===== src/rtl/ecc_cap_pkg.sv =====
package ecc_cap_pkg;
  localparam int unsigned OFS_W = 8;

  localparam logic [OFS_W-1:0] OFS_CFG  = 8'h40;
  localparam logic [OFS_W-1:0] OFS_STAT = 8'h44;
  localparam logic [OFS_W-1:0] OFS_ADDR = 8'h60;
  localparam logic [OFS_W-1:0] OFS_ATTR = 8'h64;
  localparam logic [OFS_W-1:0] OFS_SYND = 8'h68;
  localparam logic [OFS_W-1:0] OFS_DATA = 8'h6C;

  localparam int unsigned N_FLAG   = 2;
  localparam int unsigned FLAG_SBC = 0;
  localparam int unsigned FLAG_MBE = 1;

  typedef struct packed {
    logic [3:0] prot;
    logic [2:0] size;
  } attr_t;

  typedef enum logic [2:0] {
    SEL_NONE,
    SEL_CFG,
    SEL_STAT,
    SEL_ADDR,
    SEL_ATTR,
    SEL_SYND,
    SEL_DATA
  } sel_e;

  function automatic sel_e decode_ofs(input logic [OFS_W-1:0] ofs);
    unique case (ofs)
      OFS_CFG:  return SEL_CFG;
      OFS_STAT: return SEL_STAT;
      OFS_ADDR: return SEL_ADDR;
      OFS_ATTR: return SEL_ATTR;
      OFS_SYND: return SEL_SYND;
      OFS_DATA: return SEL_DATA;
      default:  return SEL_NONE;
    endcase
  endfunction
endpackage


===== src/rtl/ecc_cap_ctrl.sv =====
module ecc_cap_ctrl
  import ecc_cap_pkg::*;
(
  input  logic              clk_i,
  input  logic              rst_ni,
  input  logic              ev_sbc_i,
  input  logic              ev_mbe_i,
  input  logic              wr_cfg_i,
  input  logic              wr_stat_i,
  input  logic [N_FLAG-1:0] wbits_i,
  output logic [N_FLAG-1:0] cfg_o,
  output logic [N_FLAG-1:0] stat_o,
  output logic [N_FLAG-1:0] fire_o
);
  logic [N_FLAG-1:0] cfg_q, stat_q, stat_d, ev_vec, clr_vec;

  assign ev_vec  = {ev_mbe_i, ev_sbc_i};
  assign fire_o  = ev_vec & cfg_q;
  assign clr_vec = wr_stat_i ? wbits_i : '0;
  // a set in the same cycle outranks a clear
  assign stat_d  = (stat_q & ~clr_vec) | fire_o;

  always_ff @(posedge clk_i or negedge rst_ni) begin
    if (!rst_ni) begin
      cfg_q  <= '0;
      stat_q <= '0;
    end else begin
      if (wr_cfg_i) cfg_q <= wbits_i;
      stat_q <= stat_d;
    end
  end

  assign cfg_o  = cfg_q;
  assign stat_o = stat_q;
endmodule


===== src/rtl/ecc_cap_store.sv =====
module ecc_cap_store
  import ecc_cap_pkg::*;
#(
  parameter int unsigned ADDR_W   = 32,
  parameter int unsigned SYND_W   = 8,
  parameter int unsigned DATA_W   = 32,
  parameter bit          DATA_RST = 1'b0
) (
  input  logic              clk_i,
  input  logic              rst_ni,
  input  logic              capture_i,
  input  logic [ADDR_W-1:0] addr_i,
  input  attr_t             attr_i,
  input  logic [SYND_W-1:0] synd_i,
  input  logic [DATA_W-1:0] data_i,
  output logic [ADDR_W-1:0] addr_o,
  output attr_t             attr_o,
  output logic [SYND_W-1:0] synd_o,
  output logic [DATA_W-1:0] data_o
);
  logic [ADDR_W-1:0] addr_q;
  attr_t             attr_q;
  logic [SYND_W-1:0] synd_q;
  logic [DATA_W-1:0] data_q;

  always_ff @(posedge clk_i or negedge rst_ni) begin
    if (!rst_ni) begin
      addr_q <= '0;
      attr_q <= '0;
      synd_q <= '0;
    end else if (capture_i) begin
      addr_q <= addr_i;
      attr_q <= attr_i;
      synd_q <= synd_i;
    end
  end

  generate
    if (DATA_RST) begin : g_data_rst
      always_ff @(posedge clk_i or negedge rst_ni) begin
        if (!rst_ni)        data_q <= '0;
        else if (capture_i) data_q <= data_i;
      end
    end else begin : g_data_nrst
      logic unused_rst;
      assign unused_rst = rst_ni;
      always_ff @(posedge clk_i) begin
        if (capture_i) data_q <= data_i;
      end
    end
  endgenerate

  assign addr_o = addr_q;
  assign attr_o = attr_q;
  assign synd_o = synd_q;
  assign data_o = data_q;
endmodule


===== src/rtl/ecc_cap_rdmux.sv =====
module ecc_cap_rdmux
  import ecc_cap_pkg::*;
#(
  parameter int unsigned ADDR_W = 32,
  parameter int unsigned SYND_W = 8,
  parameter int unsigned DATA_W = 32
) (
  input  sel_e              sel_i,
  input  logic [N_FLAG-1:0] cfg_i,
  input  logic [N_FLAG-1:0] stat_i,
  input  logic [ADDR_W-1:0] addr_i,
  input  attr_t             attr_i,
  input  logic [SYND_W-1:0] synd_i,
  input  logic [DATA_W-1:0] data_i,
  output logic [31:0]       rdata_o
);
  logic [31:0] attr_word;

  always_comb begin
    attr_word      = '0;
    attr_word[2:0] = attr_i.size;
    attr_word[7:4] = attr_i.prot;
  end

  always_comb begin
    unique case (sel_i)
      SEL_CFG:  rdata_o = 32'(cfg_i);
      SEL_STAT: rdata_o = 32'(stat_i);
      SEL_ADDR: rdata_o = 32'(addr_i);
      SEL_ATTR: rdata_o = attr_word;
      SEL_SYND: rdata_o = 32'(synd_i);
      SEL_DATA: rdata_o = 32'(data_i);
      default:  rdata_o = '0;
    endcase
  end
endmodule


===== src/rtl/ecc_err_capture.sv =====
module ecc_err_capture
  import ecc_cap_pkg::*;
#(
  parameter int unsigned ADDR_W   = 32,
  parameter int unsigned SYND_W   = 8,
  parameter int unsigned DATA_W   = 32,
  parameter bit          DATA_RST = 1'b0
) (
  input  logic              clk_i,
  input  logic              rst_ni,
  input  logic              ev_sbc_i,
  input  logic              ev_mbe_i,
  input  logic [ADDR_W-1:0] ev_addr_i,
  input  logic [2:0]        ev_size_i,
  input  logic [3:0]        ev_prot_i,
  input  logic [SYND_W-1:0] ev_synd_i,
  input  logic [DATA_W-1:0] ev_data_i,
  input  logic              reg_we_i,
  input  logic [OFS_W-1:0]  reg_addr_i,
  input  logic [31:0]       reg_wdata_i,
  output logic [31:0]       reg_rdata_o
);
  sel_e              sel;
  logic              wr_cfg, wr_stat, capture;
  logic [N_FLAG-1:0] cfg_q, stat_q, fire;
  logic [ADDR_W-1:0] addr_q;
  attr_t             attr_q, attr_in;
  logic [SYND_W-1:0] synd_q;
  logic [DATA_W-1:0] data_q;
  logic              unused_wdata;

  assign sel          = decode_ofs(reg_addr_i);
  assign wr_cfg       = reg_we_i && (sel == SEL_CFG);
  assign wr_stat      = reg_we_i && (sel == SEL_STAT);
  assign capture      = |fire;
  assign attr_in      = '{prot: ev_prot_i, size: ev_size_i};
  assign unused_wdata = ^reg_wdata_i[31:N_FLAG];

  ecc_cap_ctrl i_ctrl (
    .clk_i    (clk_i),
    .rst_ni   (rst_ni),
    .ev_sbc_i (ev_sbc_i),
    .ev_mbe_i (ev_mbe_i),
    .wr_cfg_i (wr_cfg),
    .wr_stat_i(wr_stat),
    .wbits_i  (reg_wdata_i[N_FLAG-1:0]),
    .cfg_o    (cfg_q),
    .stat_o   (stat_q),
    .fire_o   (fire)
  );

  ecc_cap_store #(
    .ADDR_W  (ADDR_W),
    .SYND_W  (SYND_W),
    .DATA_W  (DATA_W),
    .DATA_RST(DATA_RST)
  ) i_store (
    .clk_i    (clk_i),
    .rst_ni   (rst_ni),
    .capture_i(capture),
    .addr_i   (ev_addr_i),
    .attr_i   (attr_in),
    .synd_i   (ev_synd_i),
    .data_i   (ev_data_i),
    .addr_o   (addr_q),
    .attr_o   (attr_q),
    .synd_o   (synd_q),
    .data_o   (data_q)
  );

  ecc_cap_rdmux #(
    .ADDR_W(ADDR_W),
    .SYND_W(SYND_W),
    .DATA_W(DATA_W)
  ) i_rdmux (
    .sel_i  (sel),
    .cfg_i  (cfg_q),
    .stat_i (stat_q),
    .addr_i (addr_q),
    .attr_i (attr_q),
    .synd_i (synd_q),
    .data_i (data_q),
    .rdata_o(reg_rdata_o)
  );
endmodule


===== config.mk =====
export PLATFORM = sky130hd
export DESIGN_NAME = ecc_err_capture
export DESIGN_NICKNAME = d
export VERILOG_FILES = /design/src/rtl/ecc_cap_pkg.sv /design/src/rtl/ecc_cap_ctrl.sv /design/src/rtl/ecc_cap_store.sv /design/src/rtl/ecc_cap_rdmux.sv /design/src/rtl/ecc_err_capture.sv
export SDC_FILE = /design/constraint.sdc
export NUM_CORES = 1
export LEC_CHECK = 0
export CAP_MARGIN = 10
export CELL_PAD_IN_SITES_DETAIL_PLACEMENT = 1
export CELL_PAD_IN_SITES_GLOBAL_PLACEMENT = 2
export CORE_ASPECT_RATIO = 0.5
export CORE_MARGIN = 1.5
export CORE_UTILIZATION = 29
export CTS_BUF_LIST = sky130_fd_sc_hd__clkbuf_16
export DETAILED_ROUTE_END_ITERATION = 10
export PLACE_DENSITY = 0.87
export SYNTH_ARGS = -nofsm -noshare
export SYNTH_HDL_FRONTEND = slang
export SYNTH_SLANG_ARGS = --single-unit

===== constraint.sdc =====
create_clock -name clk_i -period 4.7 [get_ports clk_i]
set_clock_uncertainty 0.2 [all_clocks]
set_input_delay 0.94 -clock clk_i [delete_from_list [all_inputs] [get_ports clk_i]]
set_output_delay 0.94 -clock clk_i [all_outputs]
set_load 0.05 [all_outputs]

# --- Word level (Yosys, flattened, before mapping) ---
# Index checks and enable logic that the tools add are counted.
word_totals:
  latch_bits: 0
  ramBits: 0
  input_bits: 124
  output_inout_bits: 32
  memories: 0
  ff_bits: 83
  mem_bits_ro: 0
  wordCells: 29
classes:
  add_sub_neg: 0
  muxes: 3
  shift: 0
  mul: 0
  n_bitwise: 4
  order_cmp: 0
  reduce_logical: 3
  div: 0
  eq_ne: 12
ops:
  columns: ["cell", "n"]
  rows:
  - ["$pmux W32 S6", 1]
  - ["$eq A8 B7 Y1 const B", 6]
  - ["$pmux W3 S6", 1]
  - ["$eq A3 B3 Y1 const B", 3]
  - ["$eq A3 B2 Y1 const B", 2]
  - ["$and A2 B2 Y2", 2]
  - ["$eq A3 B1 Y1 const B", 1]
  - ["$logic_and A1 B1 Y1", 2]
  - ["$mux W2", 1]
  - ["$not A2 Y2", 1]
  - ["$or A2 B2 Y2", 1]
  - ["$reduce_or A2 Y1", 1]

# --- Depth between registers and ports, before layout ---
logic_depth:
  word_depth: 8
  mapped_depth: 6
  ltp_nobuf: 3

# --- By module ---
# From an unflattened synthesis, not the netlist that was laid out.
hier_totals:
  cells_unflattened: 228
  hier_area_um2: 3618.5
modules_own_cells:
  columns: ["mod", "seq_area_each_um2", "cells_per_inst", "instances", "area_per_inst_um2"]
  rows:
  - ["ecc_cap_store", 2137.0, 131, 1, 2829.0]
  - ["ecc_cap_rdmux", 0.0, 69, 1, 543.0]
  - ["ecc_cap_ctrl", 100.1, 12, 1, 157.7]
  - ["ecc_err_capture", 0.0, 16, 1, 88.8]

# --- Least setup slack after synthesis ---
# No wires, ideal clock.
synth_timing:
  path_type: "input to output"
  startpoint: "input reg_addr_i[2]"
  endpoint: "output reg_rdata_o[3]"
  path_slack_ps: 1218
  t_arrival_ps: 2342
  required_ps: 3560
  n_path_buf: 3
  stages: 6
  cell_sequence: "buf_6 and2_1 buf_2 buf_2 nand2_1 a21oi_1"
synth_between:
  elab_chain_cells: 4
  elab_cells_between_ends: 14
  cone_classes: "eq/ne (12); mux (2)"
synth_lines:
  columns: ["element", "line_no", "source"]
  rows:
  - ["start: declaration", "ecc_err_capture.sv:19", "input logic [OFS_W-1:0] reg_addr_i,"]
  - ["$eq A8 B7 Y1", "ecc_cap_pkg.sv:31", "unique case (ofs)"]
  - ["$pmux W3 S6 (*)", "ecc_cap_pkg.sv:31", null]
  - ["$eq A3 B3 Y1, or another cell as far along", "ecc_cap_rdmux.sv:26", "unique case (sel_i)"]
  - ["$pmux W32 S6 (*)", "ecc_cap_rdmux.sv:26", null]
  - ["end: declaration", "ecc_err_capture.sv:21", "output logic [31:0] reg_rdata_o"]
# Every way passes the cells marked *; elsewhere a longest branch is shown, timed or not.

# --- Final worst setup path ---
layout_timing:
  startpoint: "input reg_addr_i[2]"
  endpoint: "output reg_rdata_o[8]"
# Same word-level chain as after synthesis.

==> results.json <==
{
  "diodes": 0,
  "cts_tree": "done",
  "run_status": "finished, final reports clean",
  "worst_slew_pin_slew_ps": 702.9,
  "power_density_nw_per_um2": 370.7,
  "critPathRequiredTime_ps": 3560,
  "min_period_ps": 3914,
  "root_buffer": "clkbuf_16",
  "syn_area_per_cell_um2": 15.26,
  "antenna_found_initial": 0,
  "drtPass1Iterations": 6,
  "clock_tree.buffer_depth": 2,
  "initial_core_util_pct": 29.98,
  "synth-seq-cells": 83,
  "ys_types": 31,
  "grt_pass1_vias": 2792,
  "synth_top_family_by_area": "multiplexers",
  "cp_slowest_cell": "clkdlybuf4s50_1",
  "cp.arrival_ps": 2770,
  "fin_nets": 487,
  "setup.worst_path.class": "in -> out",
  "synth_sequential_area_ratio_pct": 62.65,
  "finalSetupTns_ps": 0,
  "crit_path_max_fanout": 25,
  "cts_buffers": 9,
  "core_area_um2": 11910,
  "synth-compound-area-share_pct": 6.447,
  "power.leakage_nw": 2.157,
  "clock_latency_ps": 320,
  "htreeDepth": 3,
  "yosys.area_share.simple_pct": 6.868,
  "wl_mm": 9.844,
  "rsz0062_at_grt": "false",
  "slowest_delay_ps": 750,
  "hpwl_mm": 7.069,
  "post_cts_buffers": 0,
  "hold_class": "reg -> reg",
  "vias": 2459,
  "numPortBuffers": 125,
  "ys_warn_count": 0,
  "hold_viol": 0,
  "rows": 28,
  "cts-resized-gates": 0,
  "setup_viol": 0,
  "stdcell_count": 532,
  "synthAdderAreaFrac_pct": 0,
  "drtIter0Drc": 85,
  "clock_sinks": 83,
  "syn_to_final_growth_pct": 55.78,
  "syn_inst": 234,
  "path_cells": "clkdlybuf4s50_1 -> and2_1 -> buf_4 -> a22oi_1 -> nor2_1 -> buf_12",
  "fmax_mhz": 255.5,
  "end_kind": "primary output",
  "slew_headroom_pct": 53.14,
  "antenna_left": 0,
  "syn-num-nets": 358,
  "num_io_pins": 156,
  "placed_cells": 517,
  "die_y_um": 81.47,
  "slew_violations": 0,
  "dieArea_um2": 13030,
  "cts-hold-fix-buffers": 0,
  "die_width_um": 159.9,
  "post_drt_via_cell_ratio": 4.622,
  "grt_start_max_net_pins": 48,
  "place_congestion": 0.7189,
  "wl_per_cell_um": 18.50,
  "drv_cap": 0,
  "synth_area_um2": 3571,
  "fin_crit_sh_pct": 83.27,
  "peakVddDrop_mv": 0.1880,
  "path_clk_slew_ps": 60,
  "drive_gt1_share_pct": 26.16,
  "gr-total-overflow": 0,
  "postLayoutCoreUtil_pct": 46.70,
  "muxShareOfSynthArea_pct": 20.71,
  "synth-xor-area-share_pct": 0,
  "grt_pass1_wl_mm": 15.46,
  "drc": 0,
  "grt.total_usage_pct": 15.84,
  "cp-start-kind": "input port"
}
==> placed cells by master, fill, tap and decap left out <==
cell type        instances
clkdlybuf4s50_1         92
dfrtp_1                 51
edfxtp_1                32
buf_12                  31
mux2_2                  28
a22oi_1                 24
nor2_1                  24
mux2_1                  21
clkbuf_16               10
buf_4                   10
mux4_2                   7
nor2b_1                  4
mux2i_1                  3
nand2_1                  3
or3_1                    2
and3b_1                  2
a21boi_1                 2
nand4_1                  2
a22o_1                   2
inv_1                    2
clkinv_2                 2
clkinvlp_4               2
nor3_1                   1
nand4b_1                 1
and2_1                   1
nor2_4                   1
and4bb_2                 1
nor4_2                   1
nor2b_4                  1
or2_1                    1
a21oi_1                  1
a22oi_2                  1
buf_2                    1
==> power breakdown <==
part	leakage, nW	switching (mW)	internal, mW
registers	0.926	0.0904	0.941
clock network	0.137	0.268	0.383
logic	1.09	0.125	0.254
==> metrics by stage <==
step	hold slack, ps	setup slack (ps)	cell area, µm²	power, mW
after floorplan	258.7	1218	3571	1.262
after global placement	272.4	804.2	5284	1.399
after detailed placement	281.9	783.8	5284	1.433
after CTS	296.0	761.1	5563	2.095
after global routing	312.2	670.8	5563	2.180
final	288.5	786.5	5563	2.062
==> cell families (layout without fill, tap and decap cells) <==
family / after synthesis / count (layout)
muxes: 59 / 59
buffers and inverters: 17 / 150
AOI/OAI and AO/OA: 30 / 30
DFF: 83 / 83
and+or+nand+nor: 45 / 45
==> cells in the mapped netlist (all sizes together) <==
library cell | count | area (µm²)
dfrtp | 51 | 1276
mux2 | 49 | 551.8
edfxtp | 32 | 960.9
a22oi | 25 | 192.7
nor2 | 25 | 101.4
buf | 13 | 103.8
mux4 | 7 | 157.7
nor2b | 5 | 38.78
clkbuf | 3 | 11.26
mux2i | 3 | 30.03
nand2 | 3 | 11.26
a21boi | 2 | 15.01
a22o | 2 | 17.52
and3b | 2 | 17.52
nand4 | 2 | 12.51
or3 | 2 | 12.51
a21oi | 1 | 5.000
and2 | 1 | 6.260
and4bb | 1 | 12.51
inv | 1 | 3.750
nand4b | 1 | 8.760
nor3 | 1 | 5.000
nor4 | 1 | 12.51
or2 | 1 | 6.260
==> sequential cells by signal, summed over array words and instances, names as in the netlist <==
signal,flops
i_store.attr_o,7
i_store.addr_o,32
i_ctrl.cfg_o,2
i_store.synd_o,8
i_store.data_o,32
i_ctrl.stat_o,2
==> critical path, delay by kind of cell <==
kind,cells,cell delay [ps]
buffers and inverters,3,1220
AO/OA/AOI/OAI,1,150
AND/OR/NAND/NOR,2,440
==> cell type report <==
class	count	area (µm²)
Sequential cell	83	2237
Multi-Input combinational cell	134	1215
Tap cell	165	206.4
Clock inverter	5	28.78
Inverter	1	3.754
Fill cell	1186	6349
Timing Repair Buffer	134	1622
Clock buffer	10	250.2
==> metal layers <==
layer,GRT usage [%],vias to the layer above,routed length (µm)
li1,-,1132,-
met1,19.02,1274,4111
met2,28.96,43,5353
met3,3.687,10,230
met4,4.766,0,148
met5,0,-,0
==> final timing paths <==
check	cells past startpoint	startpoint	endpoint	slack, ps
worst max-delay path	6	reg_addr_i[2]	reg_rdata_o[8]	790
worst min-delay path	1	i_store.synd_o[1]	i_store.synd_o[1]	290
worst max register to register	3	i_ctrl.cfg_o[0]	i_store.addr_o[20]	2730
worst min register to register	1	i_store.synd_o[1]	i_store.synd_o[1]	290
max in group asynchronous	2	rst_ni	i_store.addr_o[0]	3040
min in group asynchronous	1	rst_ni	i_store.addr_o[18]	460
Power figures use the tool's default switching activity.
